**src/rtl/ts_cap_pkg.sv**
```systemverilog
package ts_cap_pkg;
   localparam int REG_W = 32;

   // one-hot style address match helper used by the register decode
   function automatic logic addr_is(input logic [5:0] addr, input int unsigned target);
      return (32'(addr) == target);
   endfunction
endpackage

```
**src/rtl/ts_in_sync.sv**
```systemverilog
module ts_in_sync #(
   parameter int N      = 32,
   parameter int STAGES = 2
) (
   input  logic         clk,
   input  logic         rst_n,
   input  logic [N-1:0] d_async,
   output logic [N-1:0] d_sync
);
   initial begin
      assert (STAGES >= 2) else $fatal(1, "ts_in_sync: STAGES must be at least 2");
   end

   logic [N-1:0] stage_q [STAGES];

   generate
      for (genvar s = 0; s < STAGES; s++) begin : g_stage
         if (s == 0) begin : g_first
            always_ff @(posedge clk or negedge rst_n) begin
               if (!rst_n) stage_q[0] <= '0;
               else        stage_q[0] <= d_async;
            end
         end else begin : g_next
            always_ff @(posedge clk or negedge rst_n) begin
               if (!rst_n) stage_q[s] <= '0;
               else        stage_q[s] <= stage_q[s-1];
            end
         end
      end
   endgenerate

   assign d_sync = stage_q[STAGES-1];
endmodule

```
**src/rtl/ts_edge_arm.sv**
```systemverilog
module ts_edge_arm #(
   parameter int N_CH  = 32,
   parameter int SEL_W = $clog2(N_CH)
) (
   input  logic             clk,
   input  logic             rst_n,
   input  logic             clr,
   input  logic [N_CH-1:0]  chan_sync,
   input  logic [SEL_W-1:0] sel,
   output logic             push
);
   logic level;
   logic prev_q;

   assign level = chan_sync[sel];

   // prev_q starts high, so a channel must first be seen low (arming)
   always_ff @(posedge clk or negedge rst_n) begin
      if (!rst_n)   prev_q <= 1'b1;
      else if (clr) prev_q <= 1'b1;
      else          prev_q <= level;
   end

   assign push = level & ~prev_q & ~clr;

   // a capture only follows a cycle in which the selected level was low
   p_rise_only_r2: assert property (@(posedge clk) disable iff (!rst_n)
      push |-> !$past(level));

   // the cycle after a clear never captures
   p_armed_after_clear_r8: assert property (@(posedge clk) disable iff (!rst_n)
      clr |=> !push);
endmodule

```
**src/rtl/ts_cap_fifo.sv**
```systemverilog
module ts_cap_fifo #(
   parameter int W     = 32,
   parameter int DEPTH = 16
) (
   input  logic         clk,
   input  logic         rst_n,
   input  logic         clr,
   input  logic         push,
   input  logic [W-1:0] din,
   input  logic         pop,
   output logic [W-1:0] head,
   output logic         empty,
   output logic         full
);
   localparam int AW = $clog2(DEPTH);

   initial begin
      assert (DEPTH >= 2 && (1 << AW) == DEPTH)
         else $fatal(1, "ts_cap_fifo: DEPTH must be a power of two");
   end

   logic [W-1:0] mem [DEPTH];
   logic [AW:0]  wptr_q, rptr_q;
   logic [AW:0]  count;
   logic         do_push, do_pop;

   assign count   = wptr_q - rptr_q;
   assign empty   = (count == '0);
   assign full    = (count == (AW+1)'(DEPTH));
   assign do_push = push & ~full & ~clr;
   assign do_pop  = pop & ~empty & ~clr;
   assign head    = mem[rptr_q[AW-1:0]];

   always_ff @(posedge clk) begin
      if (do_push) mem[wptr_q[AW-1:0]] <= din;
   end

   always_ff @(posedge clk or negedge rst_n) begin
      if (!rst_n) begin
         wptr_q <= '0;
         rptr_q <= '0;
      end else if (clr) begin
         wptr_q <= '0;
         rptr_q <= '0;
      end else begin
         if (do_push) wptr_q <= wptr_q + 1'b1;
         if (do_pop)  rptr_q <= rptr_q + 1'b1;
      end
   end

   // a full store with no pop stays full and keeps its fill level
   p_no_overflow_r4: assert property (@(posedge clk) disable iff (!rst_n)
      (full && push && !pop && !clr) |=> (full && count == $past(count)));

   // a clear leaves the store empty
   p_clear_empties_r7: assert property (@(posedge clk) disable iff (!rst_n)
      clr |=> empty);

   // a lone pop removes exactly one entry
   p_pop_advances_r5: assert property (@(posedge clk) disable iff (!rst_n)
      (pop && !empty && !push && !clr) |=> (count == $past(count) - 1'b1));
endmodule

```
**src/rtl/ts_capture_router.sv**
```systemverilog
module ts_capture_router #(
   parameter int N_CH        = 32,
   parameter int UNITS       = 4,
   parameter int TS_W        = 32,
   parameter int DEPTH       = 16,
   parameter int ADDR_W      = 6,
   parameter int SYNC_STAGES = 2,
   parameter int CTRL_ADDR   = 10,
   parameter int DATA_BASE   = 12
) (
   input  logic              clk,
   input  logic              rst_n,
   input  logic [ADDR_W-1:0] reg_addr,
   input  logic              reg_wr,
   input  logic              reg_rd,
   input  logic [31:0]       reg_wdata,
   output logic [31:0]       reg_rdata,
   input  logic [N_CH-1:0]   chan_in,
   input  logic [TS_W-1:0]   ts_count
);
   import ts_cap_pkg::*;

   localparam int SEL_W = $clog2(N_CH);

   initial begin
      assert (UNITS * SEL_W <= REG_W)
         else $fatal(1, "ts_capture_router: select fields exceed control width");
      assert (TS_W <= REG_W)
         else $fatal(1, "ts_capture_router: timestamp wider than data path");
      assert (ADDR_W == 6)
         else $fatal(1, "ts_capture_router: decode written for 6-bit addresses");
      assert (DATA_BASE + UNITS <= (1 << ADDR_W) && CTRL_ADDR < DATA_BASE)
         else $fatal(1, "ts_capture_router: register map does not fit");
   end

   logic [REG_W-1:0] ctrl_q;
   logic             clr;
   logic [N_CH-1:0]  chan_sync;
   logic [UNITS-1:0] hit, empty, pop;
   logic [TS_W-1:0]  head [UNITS];
   logic [31:0]      rdata_d;

   assign clr = reg_wr && addr_is(reg_addr, CTRL_ADDR);

   always_ff @(posedge clk or negedge rst_n) begin
      if (!rst_n)   ctrl_q <= '0;
      else if (clr) ctrl_q <= reg_wdata;
   end

   ts_in_sync #(.N(N_CH), .STAGES(SYNC_STAGES)) u_sync (
      .clk     (clk),
      .rst_n   (rst_n),
      .d_async (chan_in),
      .d_sync  (chan_sync)
   );

   generate
      for (genvar u = 0; u < UNITS; u++) begin : g_unit
         logic push;

         assign hit[u] = reg_rd && addr_is(reg_addr, DATA_BASE + u);
         assign pop[u] = hit[u];

         ts_edge_arm #(.N_CH(N_CH), .SEL_W(SEL_W)) u_edge (
            .clk       (clk),
            .rst_n     (rst_n),
            .clr       (clr),
            .chan_sync (chan_sync),
            .sel       (ctrl_q[u*SEL_W +: SEL_W]),
            .push      (push)
         );

         ts_cap_fifo #(.W(TS_W), .DEPTH(DEPTH)) u_fifo (
            .clk   (clk),
            .rst_n (rst_n),
            .clr   (clr),
            .push  (push),
            .din   (ts_count),
            .pop   (pop[u]),
            .head  (head[u]),
            .empty (empty[u]),
            .full  ()
         );

         // reading an empty store yields zero
         p_empty_read_zero_r6: assert property (@(posedge clk) disable iff (!rst_n)
            (hit[u] && empty[u] && !clr) |=> (reg_rdata == '0));
      end
   endgenerate

   always_comb begin
      rdata_d = '0;
      if (reg_rd && addr_is(reg_addr, CTRL_ADDR)) rdata_d = ctrl_q;
      for (int u = 0; u < UNITS; u++) begin
         if (hit[u] && !empty[u]) rdata_d = 32'(head[u]);
      end
   end

   always_ff @(posedge clk or negedge rst_n) begin
      if (!rst_n) reg_rdata <= '0;
      else        reg_rdata <= rdata_d;
   end

   // at most one store is addressed by a read
   p_single_pop_r11: assert property (@(posedge clk) disable iff (!rst_n)
      $onehot0(pop));
endmodule

```
**config.mk**
```make
export PLATFORM = sky130hd
export DESIGN_NAME = ts_capture_router
export DESIGN_NICKNAME = d
export VERILOG_FILES = /design/src/rtl/ts_cap_pkg.sv /design/src/rtl/ts_in_sync.sv /design/src/rtl/ts_edge_arm.sv /design/src/rtl/ts_cap_fifo.sv /design/src/rtl/ts_capture_router.sv
export SDC_FILE = /design/constraint.sdc
export NUM_CORES = 2
export LEC_CHECK = 0
export ABC_AREA = 1
export BUFFER_PORTS_ARGS = -buffer_cell sky130_fd_sc_hd__buf_4
export CAP_MARGIN = 10
export CORE_UTILIZATION = 35
export CTS_CLUSTER_SIZE = 12
export DETAILED_ROUTE_END_ITERATION = 16
export PLACE_DENSITY = 0.51
export SYNTH_ARGS = -nofsm -noshare
export SYNTH_HDL_FRONTEND = slang
export SYNTH_SLANG_ARGS = --single-unit
```
**constraint.sdc**
```tcl
create_clock -name clk -period 4.8 [get_ports clk]
set_input_delay 0.48 -clock clk [delete_from_list [all_inputs] [get_ports clk]]
set_output_delay 0.48 -clock clk [all_outputs]
set_load 0.005 [all_outputs]
```
---- Word level (Yosys, flattened, before mapping) ----
Memory sizes are Yosys's and may differ from the RTL's.
Index checks and enable logic that the tools add are counted.
word-level totals
  input bits .............................. 106
  memories kept ........................... 4
  memory bits (writable) .................. 2048
  logic and storage cells ................. 149
  bits in registers ....................... 172
  output and inout bits ................... 32
operators by class
  add/sub/neg operators ................... 12
  bitwise logic cells ..................... 37
  multiplexer cells ....................... 41
  equality and inequality tests ........... 9
  magnitude comparators ................... 4
  reductions and logical operators ........ 26
memory list
  name                  depth  width  read ports  clocked after memory_dff  write ports  RTL line           RTL
  g_unit[0].u_fifo.mem  16     32     1           0                         1            ts_cap_fifo.sv:22  logic [W-1:0] mem [DEPTH];
  g_unit[1].u_fifo.mem  16     32     1           0                         1            ts_cap_fifo.sv:22
  g_unit[2].u_fifo.mem  16     32     1           0                         1            ts_cap_fifo.sv:22
  g_unit[3].u_fifo.mem  16     32     1           0                         1            ts_cap_fifo.sv:22
operators by type and width
  operator             number
  $mux 32              5
  $mux 5               16
  $add 5x1->5 const B  8
  $eq 6x4->1 const B   5
  $and 1x1->1          24
  $lt 5x6->1 const B   4
  $bmux 1 s5           4
  $eq 5x5->1 const B   4
  $logic_not 5->1      4
  $sub 5x5->5          4
  $mux 1               16
  $reduce_bool 2->1    8
  $not 1->1            13
  $logic_and 1x1->1    10
  $logic_not 1->1      4

---- Logic depth before layout (Yosys ltp) ----
  word-level depth ........................ 8
  mapped depth ............................ 17
  depth with buffers taken out ............ 16

---- Hierarchy ----
From an unflattened synthesis, not the netlist that was laid out.
unflattened totals
  cell total of the unflattened synthesis .. 7157
  area total of the unflattened synthesis .. 90743.3 um2
modules (own cells, without submodules)
  module                               cells an instance  times used  sequential area each (um2)  area an instance (um2)
  ts_cap_fifo at g_unit[1].u_fifo ...  1569               3           15625.0                     20961.4
  ts_cap_fifo at g_unit[0].u_fifo      1568               1           15625.0                     20827.5
  ts_capture_router                    462                1           1601.5                      3403.3
  ts_in_sync                           96                 1           1601.5                      1841.8
  ts_edge_arm                          81                 4           26.3                        446.7

---- Worst setup path after synthesis ----
OpenSTA, ideal clock, no wires.
  path type ............................... reg-to-reg
  from .................................... register g_unit[0].u_fifo.rptr_q[1]
  to ...................................... memory g_unit[0].u_fifo.mem[0][0] (enable)
  slack ................................... 14 ps
  data arrival time ....................... 4325 ps
  setup time .............................. 461 ps
  period minus slack after synthesis ...... 4786 ps
  stages on the path, launching flop included .. 15
  cells stage by stage .................... dfrtp_1 > buf_2 > inv_2 > clkbuf_1 > ha_1 > nand2_1 > nand2_1 > nand2_1 > nand2_1 > nand2_1 > nand2_1 > a21oi_2 > nand3_2 > buf_6 > nor3_1
on the way
  longest elaborated chain between the ends .. 7
ends and longest elaborated chain
  item                          RTL line           RTL
  start, declared               ts_cap_fifo.sv:23  logic [AW:0] wptr_q, rptr_q;
  start signal, assigned        ts_cap_fifo.sv:47  if (do_pop) rptr_q <= rptr_q + 1'b1;
  $sub 5x5->5                   ts_cap_fifo.sv:27  assign count = wptr_q - rptr_q;
  $eq 5x5->1                    ts_cap_fifo.sv:29  assign full = (count == (AW+1)'(DEPTH));
  $not 1->1                     ts_cap_fifo.sv:30  assign do_push = push & ~full & ~clr;
  $and 1x1->1 (2 in series)     ts_cap_fifo.sv:30
  $mux 1                        ts_cap_fifo.sv:35  if (do_push) mem[wptr_q[AW-1:0]] <= din;
  $mux 1 (implied by the code)  ts_cap_fifo.sv:35
  end, declared                 ts_cap_fifo.sv:22
Every way passes these cells.

---- Worst setup path in the final report ----
  from .................................... register ctrl_q[15]
  to ...................................... memory g_unit[3].u_fifo.mem[4][0] (enable)
on the way
  longest elaborated chain between the ends .. 8
ends and longest elaborated chain
  item                          RTL line                 RTL
  start, declared               ts_capture_router.sv:36  logic [REG_W-1:0] ctrl_q;
  start signal, assigned        ts_capture_router.sv:47  else if (clr) ctrl_q <= reg_wdata;
  $bmux 1 s5                    ts_edge_arm.sv:15        assign level = chan_sync[sel];
  $mux 1 (implied by the code)  ts_edge_arm.sv:15
  $and 1x1->1 (2 in series)     ts_edge_arm.sv:24        assign push = level & ~prev_q & ~clr;
  $and 1x1->1 (2 in series)     ts_cap_fifo.sv:30
  $mux 1                        ts_cap_fifo.sv:35
  $mux 1 (implied by the code)  ts_cap_fifo.sv:35
  end, declared                 ts_cap_fifo.sv:22
Every way passes these cells. The select of a mux whose other input is x is not followed.

==> out/results.md <==
| Stage | Quantity | Reported |
|---|---|---|
| drt | Drt drc | 0 |
| die | Site row count | 188 |
| hold path | Worst Hold Class | primary input to flop |
| yosys | Syn_nets | 8593 |
| power | Register share of total power | 41.3% |
| place | I/O Buffers | 137 |
| sta | Final Critical Period | 3.803 ns |
| clocking | Cell at the root of the clock tree | clkbuf_16 |
| yosys | Number of flops mapped to enable cells by yosys | 2048 |
| sta | Max_slew headroom | 22.28% |
| drt | Wire length on met3 | 16020 um |
| critical path | Arrival time at the worst endpoint | 4.31 ns |
| sta | Post-route fraction of the period consumed by the critical path | 79.22% |
| drt | Initial DRT Pass Iterations | 5 |
| yosys | Synth warn | 0 |
| yosys | Prevailing post-synth register cell | edfxtp_1 |
| die | Die width | 515.8 um |
| global routing | Total routing resource utilization after global routing | 21.38% |
| yosys | Count of cell types in the netlist | 31 |
| place | HPWL after DPL | 165800 um |
| yosys | Cells after Synth | 8451 |
| yosys | Ranking of synthesized cells by instance count | edfxtp_1 (2048), nor2_1 (1975), nand2_1 (1546), o21ai_0 (870), nand3_1 (600) |
| sta | Number of max-slew violations in the final report | 0 |
| die | Starting utilization of the core area | 35.20% |
| global routing | Number of antenna violations at the first check in global routing | 17 |
| die | Boundary pin count | 138 |
| finish | Area Growth Syn to Fin | 14.24% |
| sta | Setup repair after global routing missed its margin | false |
| critical path | Critical path data required time | 5.31 ns |
| outcome | Status | completed |
| drt | Remaining antenna violation count | 0 |
| yosys | Post-Syn Area | 92400 um2 |
| die | Area inside the core boundary | 262500 um2 |
| drt | Sum of met2 wire segment lengths after detailed routing | 133100 um |
| yosys | Mapped Avg Cell Area | 10.93 um2 |
| place | Final weighted congestion in routability-driven placement | 0.8901 |
| drt | Detailed-routing wirelength on met1 | 126400 um |
| power | Internal power | 36.48 mW |
| critical path | Crit Path Max Fanout | 26 |
| finish | Fin nets | 8741 |
| sta | Total count of hold-check failures in the final report | 0 |
| power | Worst IR drop on VDD | 0.3451 mV |
| global routing | Overflow left after global routing | 0 |
| clocking | Resize count post-CTS | 0 |
| power | Logic gate share of total power | 27.4% |
| global routing | Global-route wire length before repair | 416800 um |
| power | Clock network fraction of total power | 31.3% |
| place | Minimum setup slack after placement | 1.005 ns |
| clocking | Sink Count | 2220 |
| clocking | Deepest clock path buffer count | 3 |
| die | Vertical die dimension | 515.8 um |
| sta | Worst slew pin tran | 1.166 ns |
| yosys | Leading post-synthesis cells by cell area | edfxtp_1 (67%), nor2_1 (8.0%), nand2_1 (6.3%), o21ai_0 (4.7%), dfrtp_1 (4.5%) |
| sta | Fin Clk Skew | 0.07651 ns |
| finish | Fraction of the core area covered by cells at the end of the flow | 40.21% |
| yosys | Flops & latches, synth | 2220 |
| power | Lkg Pwr | 38.83 nW |
| yosys | Fraction of registers with async set or reset after synthesis | 7.748% |
| sta | Worst hold margin | 0.1194 ns |
| drt | Via-per-instance ratio | 5.008 |
| sta | Summed negative setup slack over all endpoints | 0 ns |
| die | Die ar. | 266100 um2 |
| place | Placement Cell Area | 97480 um2 |
| drt | Top routing layer in use | met5 |
| finish | Share of cells above drive strength 1 | 8.231% |
| flow run | Max-cap violation count | 0 |
| clocking | Latest clock arrival within the worst-skew pair | 0.88 ns |
| finish | Post-route standard cell area excluding fillers | 105600 um2 |
| power | Switching Fraction | 35.04% |
| drt | Average wire per standard cell | 23.37 um |
| sta | Maximum frequency from static timing analysis | 263.0 MHz |
| sta | Number of setup violations in the final report | 0 |
| clocking | CTS tree | done |
| critical path | Category of the critical setup timing path | flop to flop |
| critical path | Type of element capturing the critical path | flop |
| clocking | CTS clock-pin slew for the worst setup and hold paths | 0.07 ns |
| power | Switching power of the nets | 19.68 mW |
| power | Power per cell area | 532.0 nW/um2 |
| drt | Final wirelength | 288000 um |
| drt | Starting DRC count in detailed routing | 6367 |
| global routing | Number of global-route vias before repair | 58934 |
| clocking | Number of buffers inserted during clock tree synthesis | 234 |
| yosys | Share of the yosys chip area belonging to registers | 71.22% |
| sta | PnR worst setup slack | 0.9973 ns |
| critical path | Type of origin of the critical path | flop |
| yosys | Leading area contributor after synthesis | edfxtp_1 |
| yosys | Most common cell in the netlist | edfxtp_1 |
| global routing | Largest net degree at the start of global routing | 176 |
| drt | Total via count after detailed routing | 61690 |
| yosys | Area share of the largest cell type after synthesis | 66.56% |
| clocking | H-tree depth | 4 |
## final cells by class
| type | instances | area (um2) |
|---|---|---|
| Antenna cell | 8 | 20.02 |
| Clock buffer | 331 | 6414 |
| Clock inverter | 102 | 959.7 |
| Fill cell | 25100 | 157000 |
| Inverter | 475 | 1822 |
| Multi-Input combinational cell | 5295 | 22900 |
| Sequential cell | 2220 | 65840 |
| Tap cell | 3515 | 4398 |
| Timing Repair Buffer | 373 | 3202 |
## registers in the layout, indices dropped and copies added, names as in the netlist
signal,count
g_unit.u_fifo.mem,2048
ctrl_q,32
reg_rdata,32
u_sync.d_sync,32
u_sync.stage_q,32
g_unit.u_fifo.rptr_q,20
g_unit.u_fifo.wptr_q,20
g_unit.u_edge.prev_q,4
## timing repair
action | in CTS | in global routing
hold endpoints to repair | 163 | 0
hold buffers | 68 | 0
buffers inserted | 0 | 0
## through the flow
stage          total power, mW  instances
4_1_cts                  56.56      12311
5_1_grt                  58.94      12312
3_5_place_dp             38.97      11810
6_report                 56.16      12319
3_3_place_gp             38.91      11810
2_1_floorplan            33.21       8451
## layer usage
| layer | up-vias | GRT usage (%) |
|---|---|---|
| met4 | 4 | 8.970 |
| li1 | 28893 | - |
| met2 | 1883 | 34.10 |
| met3 | 383 | 2.642 |
| met5 | - | 0 |
| met1 | 30527 | 29.41 |
## layout by cell type (no fill, tap or decap), drive strengths merged
cell,instances
nor2,1978
dfstp,4
nand2,1547
xor2,19
nor3,64
diode,8
nand3b,4
buf,304
nor4,1
xnor2,6
or2,2
nand3,603
nand4,44
dfrtp,168
inv,474
clkinv,91
dlygate4sd3,68
ha,36
a21oi,44
clkbuf,332
edfxtp,2048
o21ai,947
bufinv,12
## cell families after synthesis
logic type | count (synthesis) | synth area share [%]
fa+ha+maj | 36 | 0.4875
xor+xnor | 25 | 0.2370
buf+inv | 936 | 4.363
flops | 2220 | 71.22
simple gates | 4243 | 18.32
compound gates | 991 | 5.376
## power by group through the flow
stage	Combinational [mW]	Clock, mW	Sequential (mW)
global route	17.0	18.6	23.3
floorplan	9.92	0	23.3
detailed placement	15.4	0	23.6
CTS	15.5	17.9	23.2
finish	15.4	17.6	23.2
global placement	15.3	0	23.6
## critical path, cell delays in order, from the launching register on
cell,delay (ns)
dfrtp_1,0.60
inv_4,0.27
nand2_1,0.08
nand3_1,0.07
nand3_1,0.07
nand2_1,0.14
nand2_1,0.09
nand3_1,0.44
nand3_2,0.40
buf_4,0.33
nor3_2,0.39
buf_4,0.48
## final timing paths
path | startpoint | end | slack (ns) | depth (start not counted)
worst max register to register | ctrl_q[15]$_DFFE_PN0P_ | g_unit[3].u_fifo.mem[4][0]$_DFFE_PP_ | 1.0 | 11
worst min register to register | u_sync.stage_q[56]$_DFF_PN0_ | u_sync.d_sync[24]$_DFF_PN0_ | 0.35 | 0
worst max-delay path | ctrl_q[15]$_DFFE_PN0P_ | g_unit[3].u_fifo.mem[4][0]$_DFFE_PP_ | 1.0 | 11
max in group asynchronous | rst_n | g_unit[3].u_fifo.rptr_q[0]$_DFFE_PN0P_ | 3.55 | 3
min in group asynchronous | rst_n | u_sync.d_sync[24]$_DFF_PN0_ | 0.26 | 2
worst min-delay path | ts_count[29] | g_unit[0].u_fifo.mem[3][29]$_DFFE_PP_ | 0.12 | 1
Power figures use the tool's default switching activity.
